===== config.mk =====
export PLATFORM = sky130hd
export DESIGN_NAME = flash_prog_seq
export DESIGN_NICKNAME = d
export VERILOG_FILES = /design/src/rtl/fps_pkg.sv /design/src/rtl/fps_admit.sv /design/src/rtl/fps_chunk.sv /design/src/rtl/flash_prog_seq.sv
export SDC_FILE = /design/constraint.sdc
export NUM_CORES = 1
export LEC_CHECK = 0
export CAP_MARGIN = 20
export CORE_ASPECT_RATIO = 1.2
export CORE_MARGIN = 4
export CORE_UTILIZATION = 55
export CTS_BUF_LIST = sky130_fd_sc_hd__clkbuf_16
export DETAILED_ROUTE_END_ITERATION = 10
export DONT_BUFFER_PORTS = 1
export GPL_TIMING_DRIVEN = 0
export HOLD_SLACK_MARGIN = 0.08
export PLACE_DENSITY_LB_ADDON = 0.12
export SYNTH_ARGS = -nofsm -noshare
export SYNTH_HDL_FRONTEND = slang
export SYNTH_HIERARCHICAL = 1
export SYNTH_SLANG_ARGS = --single-unit

===== constraint.sdc =====
create_clock -name clk -period 5.85 [get_ports clk]
set_input_delay 1.17 -clock clk [delete_from_list [all_inputs] [get_ports clk]]
set_output_delay 1.17 -clock clk [all_outputs]
set_load 0.05 [all_outputs]

===== src/rtl/fps_pkg.sv =====
package fps_pkg;
    localparam logic [7:0] OP_WEN   = 8'h06;
    localparam logic [7:0] OP_WDIS  = 8'h04;
    localparam logic [7:0] OP_PROG  = 8'h02;
    localparam logic [7:0] OP_STAT  = 8'h05;
    localparam logic [7:0] OP_DUMMY = 8'hFF;
    localparam int PAGE_BYTES = 256;
    localparam int SECT_SHIFT = 12;

    typedef enum logic [3:0] {
        S_IDLE, S_WEN0, S_STAT_CMD, S_STAT_RD, S_WEN,
        S_PROG_CMD, S_PROG_ADR, S_DGET, S_DSEND, S_WDIS
    } fps_state_e;

    typedef struct packed {
        logic [7:0] tx;
        logic       last;
        logic       req;
    } fps_byte_t;

    function automatic logic [8:0] page_room(input logic [7:0] lo);
        return 9'(PAGE_BYTES) - {1'b0, lo};
    endfunction
endpackage


===== src/rtl/fps_admit.sv =====
module fps_admit #(
    parameter int ADDR_W = 24,
    parameter int LEN_W  = 16,
    parameter int SEC_W  = 13
) (
    input  logic [ADDR_W-1:0] addr,
    input  logic [LEN_W-1:0]  len,
    input  logic [SEC_W-1:0]  sectors,
    output logic              is_zero,
    output logic              over_cap
);
    import fps_pkg::*;
    localparam int SUM_W = ADDR_W + 2;
    logic [SUM_W-1:0] sum_w, cap_w;
    always_comb begin
        sum_w    = SUM_W'(addr) + SUM_W'(len);
        cap_w    = SUM_W'(sectors) << SECT_SHIFT;
        is_zero  = (len == '0);
        over_cap = (sum_w > cap_w);
    end
endmodule


===== src/rtl/fps_chunk.sv =====
module fps_chunk #(
    parameter int LEN_W = 16
) (
    input  logic [7:0]       addr_lo,
    input  logic [LEN_W-1:0] remaining,
    output logic [8:0]       chunk
);
    import fps_pkg::*;
    logic [8:0] room;
    always_comb begin
        room  = page_room(addr_lo);
        chunk = (remaining < LEN_W'(room)) ? remaining[8:0] : room;
    end
endmodule


===== src/rtl/flash_prog_seq.sv =====
module flash_prog_seq #(
    parameter int ADDR_W = 24,
    parameter int LEN_W  = 16,
    parameter int SEC_W  = 13
) (
    input  logic              clk,
    input  logic              rst,
    input  logic              start,
    input  logic [ADDR_W-1:0] req_addr,
    input  logic [LEN_W-1:0]  req_len,
    input  logic [SEC_W-1:0]  req_sectors,
    input  logic [7:0]        wr_data,
    input  logic              wr_valid,
    output logic              wr_ready,
    output logic              spi_req,
    output logic [7:0]        spi_tx,
    output logic              spi_last,
    input  logic              spi_ack,
    input  logic [7:0]        spi_rx,
    output logic              busy,
    output logic              done,
    output logic              err
);
    import fps_pkg::*;

    fps_state_e        state_q;
    logic [ADDR_W-1:0] addr_q;
    logic [LEN_W-1:0]  rem_q;
    logic [8:0]        chunk_q, cnt_q, chunk_w;
    logic [1:0]        aidx_q;
    logic [7:0]        byte_q;
    logic              first_q, done_q, err_q;
    logic              is_zero, over_cap;
    fps_byte_t         out_w;

    fps_admit #(.ADDR_W(ADDR_W), .LEN_W(LEN_W), .SEC_W(SEC_W)) u_admit (
        .addr(req_addr), .len(req_len), .sectors(req_sectors),
        .is_zero(is_zero), .over_cap(over_cap)
    );

    fps_chunk #(.LEN_W(LEN_W)) u_chunk (
        .addr_lo(addr_q[7:0]), .remaining(rem_q), .chunk(chunk_w)
    );

    always_comb begin
        out_w = '{tx: 8'h00, last: 1'b0, req: 1'b1};
        case (state_q)
            S_WEN0, S_WEN: begin out_w.tx = OP_WEN; out_w.last = 1'b1; end
            S_STAT_CMD:    out_w.tx = OP_STAT;
            S_STAT_RD:     begin out_w.tx = OP_DUMMY; out_w.last = 1'b1; end
            S_PROG_CMD:    out_w.tx = OP_PROG;
            S_PROG_ADR: begin
                case (aidx_q)
                    2'd0:    out_w.tx = addr_q[23:16];
                    2'd1:    out_w.tx = addr_q[15:8];
                    default: out_w.tx = addr_q[7:0];
                endcase
            end
            S_DSEND:       begin out_w.tx = byte_q; out_w.last = (cnt_q == 9'd1); end
            S_WDIS:        begin out_w.tx = OP_WDIS; out_w.last = 1'b1; end
            default:       out_w.req = 1'b0;
        endcase
    end

    assign spi_req  = out_w.req;
    assign spi_tx   = out_w.tx;
    assign spi_last = out_w.last;
    assign wr_ready = (state_q == S_DGET);
    assign busy     = (state_q != S_IDLE);
    assign done     = done_q;
    assign err      = err_q;

    always_ff @(posedge clk) begin
        if (rst) begin
            state_q <= S_IDLE;
            addr_q  <= '0;
            rem_q   <= '0;
            chunk_q <= '0;
            cnt_q   <= '0;
            aidx_q  <= '0;
            byte_q  <= '0;
            first_q <= 1'b0;
            done_q  <= 1'b0;
            err_q   <= 1'b0;
        end else begin
            done_q <= 1'b0;
            case (state_q)
                S_IDLE: if (start) begin
                    if (is_zero) begin
                        done_q <= 1'b1;
                        err_q  <= 1'b0;
                    end else if (over_cap) begin
                        done_q <= 1'b1;
                        err_q  <= 1'b1;
                    end else begin
                        err_q   <= 1'b0;
                        addr_q  <= req_addr;
                        rem_q   <= req_len;
                        first_q <= 1'b1;
                        state_q <= S_WEN0;
                    end
                end
                S_WEN0:     if (spi_ack) state_q <= S_STAT_CMD;
                S_STAT_CMD: if (spi_ack) state_q <= S_STAT_RD;
                S_STAT_RD: if (spi_ack) begin
                    if (spi_rx[0]) begin
                        state_q <= S_STAT_CMD;
                    end else if (first_q) begin
                        first_q <= 1'b0;
                        state_q <= S_WEN;
                    end else begin
                        addr_q  <= addr_q + ADDR_W'(chunk_q);
                        rem_q   <= rem_q - LEN_W'(chunk_q);
                        state_q <= (rem_q == LEN_W'(chunk_q)) ? S_WDIS : S_WEN;
                    end
                end
                S_WEN: if (spi_ack) begin
                    chunk_q <= chunk_w;
                    state_q <= S_PROG_CMD;
                end
                S_PROG_CMD: if (spi_ack) begin
                    aidx_q  <= 2'd0;
                    state_q <= S_PROG_ADR;
                end
                S_PROG_ADR: if (spi_ack) begin
                    if (aidx_q == 2'd2) begin
                        cnt_q   <= chunk_q;
                        state_q <= S_DGET;
                    end else begin
                        aidx_q <= aidx_q + 2'd1;
                    end
                end
                S_DGET: if (wr_valid) begin
                    byte_q  <= wr_data;
                    state_q <= S_DSEND;
                end
                S_DSEND: if (spi_ack) begin
                    cnt_q   <= cnt_q - 9'd1;
                    state_q <= (cnt_q == 9'd1) ? S_STAT_CMD : S_DGET;
                end
                S_WDIS: if (spi_ack) begin
                    done_q  <= 1'b1;
                    state_q <= S_IDLE;
                end
                default: state_q <= S_IDLE;
            endcase
        end
    end


    req_hold_chk: assert property (@(posedge clk) disable iff (rst)
        (spi_req && !spi_ack) |=> (spi_req && $stable(spi_tx) && $stable(spi_last)));


    done_idle_chk: assert property (@(posedge clk) disable iff (rst)
        done |-> !busy);


    err_busy_chk: assert property (@(posedge clk) disable iff (rst)
        busy |-> !err);


    data_excl_chk: assert property (@(posedge clk) disable iff (rst)
        wr_ready |-> !spi_req);


    page_fit_chk: assert property (@(posedge clk) disable iff (rst)
        (state_q == S_PROG_CMD) |->
            ((({1'b0, addr_q[7:0]} + chunk_q) <= 9'(PAGE_BYTES)) &&
             (chunk_q != 9'd0) && (LEN_W'(chunk_q) <= rem_q)));


    reject_quiet_chk: assert property (@(posedge clk) disable iff (rst)
        (done && err) |-> (!spi_req && !wr_ready));
endmodule


# Yosys cells after proc, flatten, opt, wreduce, memory -nomap -nowiden

Cells that the tools add are included.

Bits in registers: 75
Input port bits: 74
Output and inout port bits: 14
Word-level logic and storage cells: 122

Add/sub/neg operators: 6
Magnitude comparators: 2
Equal/unequal tests: 29
Muxes and demuxes: 57
Reductions and logical operators: 18

Operators by type and width:

| kind                                             | number |
|---|---|
| 2-to-1 mux 24 bit                                | 6 |
| 2-to-1 mux 16 bit                                | 6 |
| 2-to-1 mux 4 bit                                 | 16 |
| case mux 8 bit (7 select lines)                  | 1 |
| case mux 24 bit (2 select lines)                 | 1 |
| case mux 4 bit (10 select lines)                 | 1 |
| 2-to-1 mux 9 bit                                 | 4 |
| != test 2 bit, second input constant             | 16 |
| case mux 16 bit (2 select lines)                 | 1 |
| > comparator 26 x 25 -> 1 bit                    | 1 |
| adder 24 x 16 -> 25 bit                          | 1 |
| adder 24 x 9 -> 24 bit                           | 1 |
| case mux 9 bit (2 select lines)                  | 1 |
| == test 16 x 9 -> 1 bit                          | 1 |
| == test 4 x 3 -> 1 bit, second input constant    | 4 |
| logical NOT 16 bit                               | 1 |
| < comparator 16 x 9 -> 1 bit                     | 1 |
| case mux 8 bit (2 select lines)                  | 1 |
| subtractor 16 x 9 -> 16 bit                      | 1 |
| AND reduction 13 bit                             | 1 |
| 2-to-1 mux 1 bit                                 | 11 |
| == test 9 x 1 -> 1 bit, second input constant    | 1 |
| subtractor 9 x 1 -> 9 bit, second input constant | 1 |
| subtractor 9 x 8 -> 9 bit, first input constant  | 1 |
| other kinds (21)                                 | 32 |

# Logic depth before layout (Yosys ltp)

Word-level depth: 6
Depth in mapped cells: 24
Depth with buffers taken out: 21

# By module

Netlist, hierarchy kept.

Modules (own cells, without submodules):

| module         | instances | cells each | area each (um^2) | seq. area each (um^2) |
|---|---|---|---|---|
| flash_prog_seq | 1         | 671        | 5102.4           | 1501.4 |
| fps_admit      | 1         | 211        | 1500.2           | 0.0 |
| fps_chunk      | 1         | 57         | 445.4            | 0.0 |

# Worst setup path before layout

No wires, ideal clock.

Kind: input-to-reg
From: input port req_addr[0]
To: register rem_q[9]
Library setup time: 0.077 ns
Arrival: 5.185 ns
Required time: 5.773 ns
Path slack: 0.588 ns
Cell stages on the path: 21
Path buffers: 1
Cells stage by stage: ha_1 -> fa_1 -> a211oi_1 -> o211ai_1 -> nand4_1 -> a211oi_2 -> o211ai_1 -> xnor2_1 -> ha_1 -> nand4_1 -> nor2_1 -> o2111ai_1 -> a2111oi_0 -> o2111a_1 -> a31oi_1 -> nor2_1 -> nand3_2 -> a21o_1 -> buf_6 -> or4_4 -> a41oi_2

Word-level cells in the longest chain between the ends: 4

RTL lines:

| item                                 | line                  | RTL |
|---|---|---|
| from (decl)                          | flash_prog_seq.sv:9   | `input logic [ADDR_W-1:0] req_addr,` |
| adder 24 x 16 -> 25 bit              | fps_admit.sv:16       | `sum_w = SUM_W'(addr) + SUM_W'(len);` |
| > comparator 26 x 25 -> 1 bit        | fps_admit.sv:19       | `over_cap = (sum_w > cap_w);` |
| net over_cap                         | flash_prog_seq.sv:33  | `logic is_zero, over_cap;` |
| != test 2 bit (no source line)       | --                    |  |
| AND reduction 7 bit (no source line) | --                    |  |
| to (signal assigned)                 | flash_prog_seq.sv:98  | `rem_q <= req_len;` |
| to (signal assigned)                 | flash_prog_seq.sv:113 | `rem_q <= rem_q - LEN_W'(chunk_q);` |
| to (decl)                            | flash_prog_seq.sv:28  | `logic [LEN_W-1:0] rem_q;` |

The timed path passes the listed nets, and every way through them passes these cells.
A chain may end at the register's enable or synchronous reset.

# Worst setup path in the final report

From: input port req_addr[0]
To: register rem_q[12]

The elaborated chain is that of the path after synthesis.

==> results.py <==
metrics = {
    "synth": {
        "synth_edf_count": 0,
        "synth.distinct_cells": 87,
        "avgSynthCellArea_sq_um": 7.506,
        "synth_seq_cells": 75,
        "syn_inst": 939,
        "async_flop_share_pct": 0,
        "syn_area_sq_um": 7048,
        "syn_nets": 1077,
        "yosysSeqAreaShare_pct": 21.30,
        "ys.flop_type": "dfxtp_1",
        "yosys_warnings": 6,
    },
    "finish": {
        "fin_cells": 1123,
        "antenna_cells": 0,
        "areaGrowthSynthToFinish_pct": 8.379,
        "final_layout_size_suffix_gt1_share_pct": 8.238,
        "nNetsFinal": 1092,
    },
    "floorplan": {
        "rows": 45,
        "start_util_pct": 55.88,
        "io_pins": 88,
        "core_area_sq_um": 12610,
        "die_width_um": 111.3,
        "fp.dieArea_sq_um": 14700,
        "die_h_um": 132.0,
    },
    "sta": {
        "slew_headroom_pct": 29.19,
        "min_period_ns": 5.634,
        "slew_violations": 0,
        "worst_slew_pin_slew_ns": 1.078,
        "period_share_pct": 96.30,
        "hold_viol": 0,
        "fmax_mhz": 177.5,
        "setup_violations": 0,
        "fin_worst_skew_ns": 0.01095,
    },
    "place": {
        "dp.cells": 1104,
        "gp_congestion": 0.9483,
        "numPortBuffers": 0,
        "hpwl_mm": 18.15,
    },
    "worst_hold_path": {
        "whs_endpoint": "byte_q[0]",
        "hold_path_class": "flip-flop to flip-flop",
        "hp-start": "byte_q[0]",
        "min_path_cells": 2,
    },
    "pwr": {
        "peakVddDrop_mv": 0.1646,
        "powerDensity_nw_per_um2": 405.8,
        "clkPwrFrac_pct": 18.0,
        "seq_power_share_pct": 24.5,
        "p_sw_mw": 1.484,
        "power_frac_comb_pct": 57.5,
        "power_mw": 3.100,
        "p_leak_nw": 2.923,
        "switching_share_pct": 47.88,
        "intPower_mw": 1.616,
    },
    "drt": {
        "first_iter_violations": 627,
        "routed_wl_mm": 23.55,
        "wl_per_cell_um": 20.97,
        "drt_first_pass_iters": 7,
        "via_per_inst": 6.608,
        "via_count": 7421,
        "postRouteAntennaNets": 0,
        "drc": 0,
    },
    "outcome": {
        "status": "complete, no violations",
    },
    "grt": {
        "grt_pass1_wl_mm": 36.45,
        "grt_overflow": 0,
        "first_global_vias": 6898,
        "grt_max_degree": 13,
        "gr-usage-all-layers_pct": 30.83,
        "antenna_found_initial": 0,
    },
    "worst_setup_path": {
        "path_max_fanout": 10,
        "r2r_slack_ns": 2.43,
        "critPathKind": "input port to flip-flop",
        "max_stage_delay_ns": 0.45,
        "startpoint_type": "input port",
        "crit_path_end_kind": "flip-flop",
        "arrival_ns": 5.83,
        "cp.buffers_inverters": 2,
        "cpLargestDelayFamily": "compound AO/OA/AOI/OAI gates",
        "r2r_cells": 13,
        "crit_slowest_cell": "fa_1",
        "reg2reg_to": "chunk_q[1]",
        "crit_chain": "ha_1 > fa_1 > a211oi_2 > o211ai_1 > nand4_1 > a211oi_4 > o211ai_1 > xnor2_1 > ha_1 > nand4_1 > nor2_2 > o2111ai_1 > a2111oi_2 > o2111a_1 > a31oi_2 > nor2_2 > nand3_2 > a21oi_1 > clkbuf_4 > clkbuf_4 > o21ai_0 > a22oi_1 > a21oi_1",
        "reg2reg_from": "addr_q[0]",
        "crit_required_ns": 6.05,
    },
    "clocking": {
        "clock-sinks": 75,
        "clk_pin_slew_ns": 0.06,
        "cts_max_level": 3,
        "cts_tree": "done",
        "clockBufferDepth": 2,
        "clkLatencyLatePin_ns": 0.35,
        "root_buffer": "clkbuf_16",
        "numCtsBuffers": 9,
    },
    "job": {
        "max-cap-violations": 0,
    },
}
[flip-flops by register name, summed over array words and instances (netlist names)]
name and cells:
chunk_q 9, err 1, aidx_q 2, state_q 4
cnt_q 9, done 1, addr_q 24, first_q 1
byte_q 8, rem_q 16
[metrics by stage]
stage / setup TNS, ns / cell area, sq um / util (%) / setup WS, ns / hold slack [ns]
after CTS: 0 / 7565 / 59.98 / 0.006845 / 0.4638
final: 0 / 7639 / 60.57 / 0.2162 / 0.4612
after global routing: -0.05398 / 7639 / 60.57 / -0.02328 / 0.4780
after floorplan: 0 / 7048 / - / 0.5884 / 0.4364
after detailed placement: -15.92 / 7273 / 57.67 / -0.4958 / 0.4548
after global placement: -14.42 / 7253 / 57.51 / -0.4579 / 0.4483
[area by class of cell]
cell class                 count  area (sq um)
sequential                    75          1501
inverter                      49         183.9
fill                        1226          4974
multi-input combinational    759          5164
buffer                        56         269.0
tap                          164         205.2
clock inverter                 7         60.06
timing repair buffer           4         30.03
clock buffer                   9         225.2
[timing repair]
action                     in CTS  in global routing
hold buffers                    0                  0
gates resized for setup         3                 13
setup buffers                   0                  3
setup endpoints to repair      29                 41
pin swaps                       0                  5
[cells in the mapped netlist, drive strengths merged, types with 18 or more instances]
| master | number | area, sq um |
|---|---|---|
| a21oi | 86 | 434.2 |
| xnor2 | 19 | 166.4 |
| o21ai | 59 | 299.0 |
| inv | 48 | 180.2 |
| nor2 | 83 | 316.6 |
| a211oi | 21 | 172.7 |
| nor3 | 24 | 141.4 |
| ha | 61 | 763.2 |
| nand2 | 85 | 319.1 |
| a31oi | 18 | 118.9 |
| clkbuf | 33 | 125.1 |
| dfxtp | 75 | 1501 |
| nand3 | 41 | 210.2 |
| buf | 23 | 137.6 |
[power by group through the flow]
stage | combinational (mW) | clock (mW) | sequential (mW)
3_5_place_dp | 1.73 | 0 | 0.765
6_report | 1.78 | 0.557 | 0.760
2_1_floorplan | 1.38 | 0 | 0.708
3_3_place_gp | 1.69 | 0 | 0.764
4_1_cts | 1.74 | 0.553 | 0.755
5_1_grt | 1.94 | 0.578 | 0.771
[placed cells by master, fill, tap and decap left out, types with 19 or more instances in the layout]
| cell | instances |
|---|---|
| nand2_1 | 85 |
| a21oi_1 | 85 |
| nor2_1 | 77 |
| dfxtp_1 | 75 |
| ha_1 | 61 |
| o21ai_0 | 51 |
| inv_1 | 49 |
| nand3_1 | 40 |
| clkbuf_1 | 31 |
| nor3_1 | 21 |
| xnor2_1 | 19 |
[logic make-up (layout without fill, tap and decap cells)]
kind of cell	Yosys count	in the layout	synth area share (%)
AND/OR/NAND/NOR	340	340	25.28
adder cells (fa/ha/maj)	64	64	11.68
buffers and inverters	105	125	6.338
flip-flops	75	75	21.30
XOR/XNOR	22	22	2.734
multiplexers	20	20	3.018
AO/OA/AOI/OAI	313	313	29.65
[worst register-to-register path: stages, from the launching register on]
cell and delay [ns]:
dfxtp_1 0.39, inv_1 0.11, ha_1 0.19, nand2_1 0.11, or3_1 0.36, or3_1 0.35, ha_1 0.21, or4_1 0.59
nor3_2 0.14, o311a_2 0.24, nor2_1 0.09, mux2_4 0.31, mux2i_1 0.13, nor2_1 0.05
[how the worst max path moves through the flow]
stage                start   endpoint  slack, ns  cells past startpoint
5_1_grt        req_addr[0]  rem_q[12]      -0.02                     23
3_5_place_dp   req_addr[0]  rem_q[14]      -0.50                     23
2_1_floorplan  req_addr[0]   rem_q[9]       0.59                     21
3_3_place_gp   req_addr[0]  rem_q[12]      -0.46                     23
6_report       req_addr[0]  rem_q[12]       0.22                     23
4_1_cts        req_addr[0]  rem_q[14]      0.007                     23
[layer usage]
metal  up-vias  global-route usage, %  routed length, um
met5         -                      0                  0
met4         0                  15.28               1183
met3        80                  6.107               1903
met2       368                  51.21              10910
met1      3414                  37.99               9556
li1       3559                      -                  -
(Power assumes the default switching activity.)
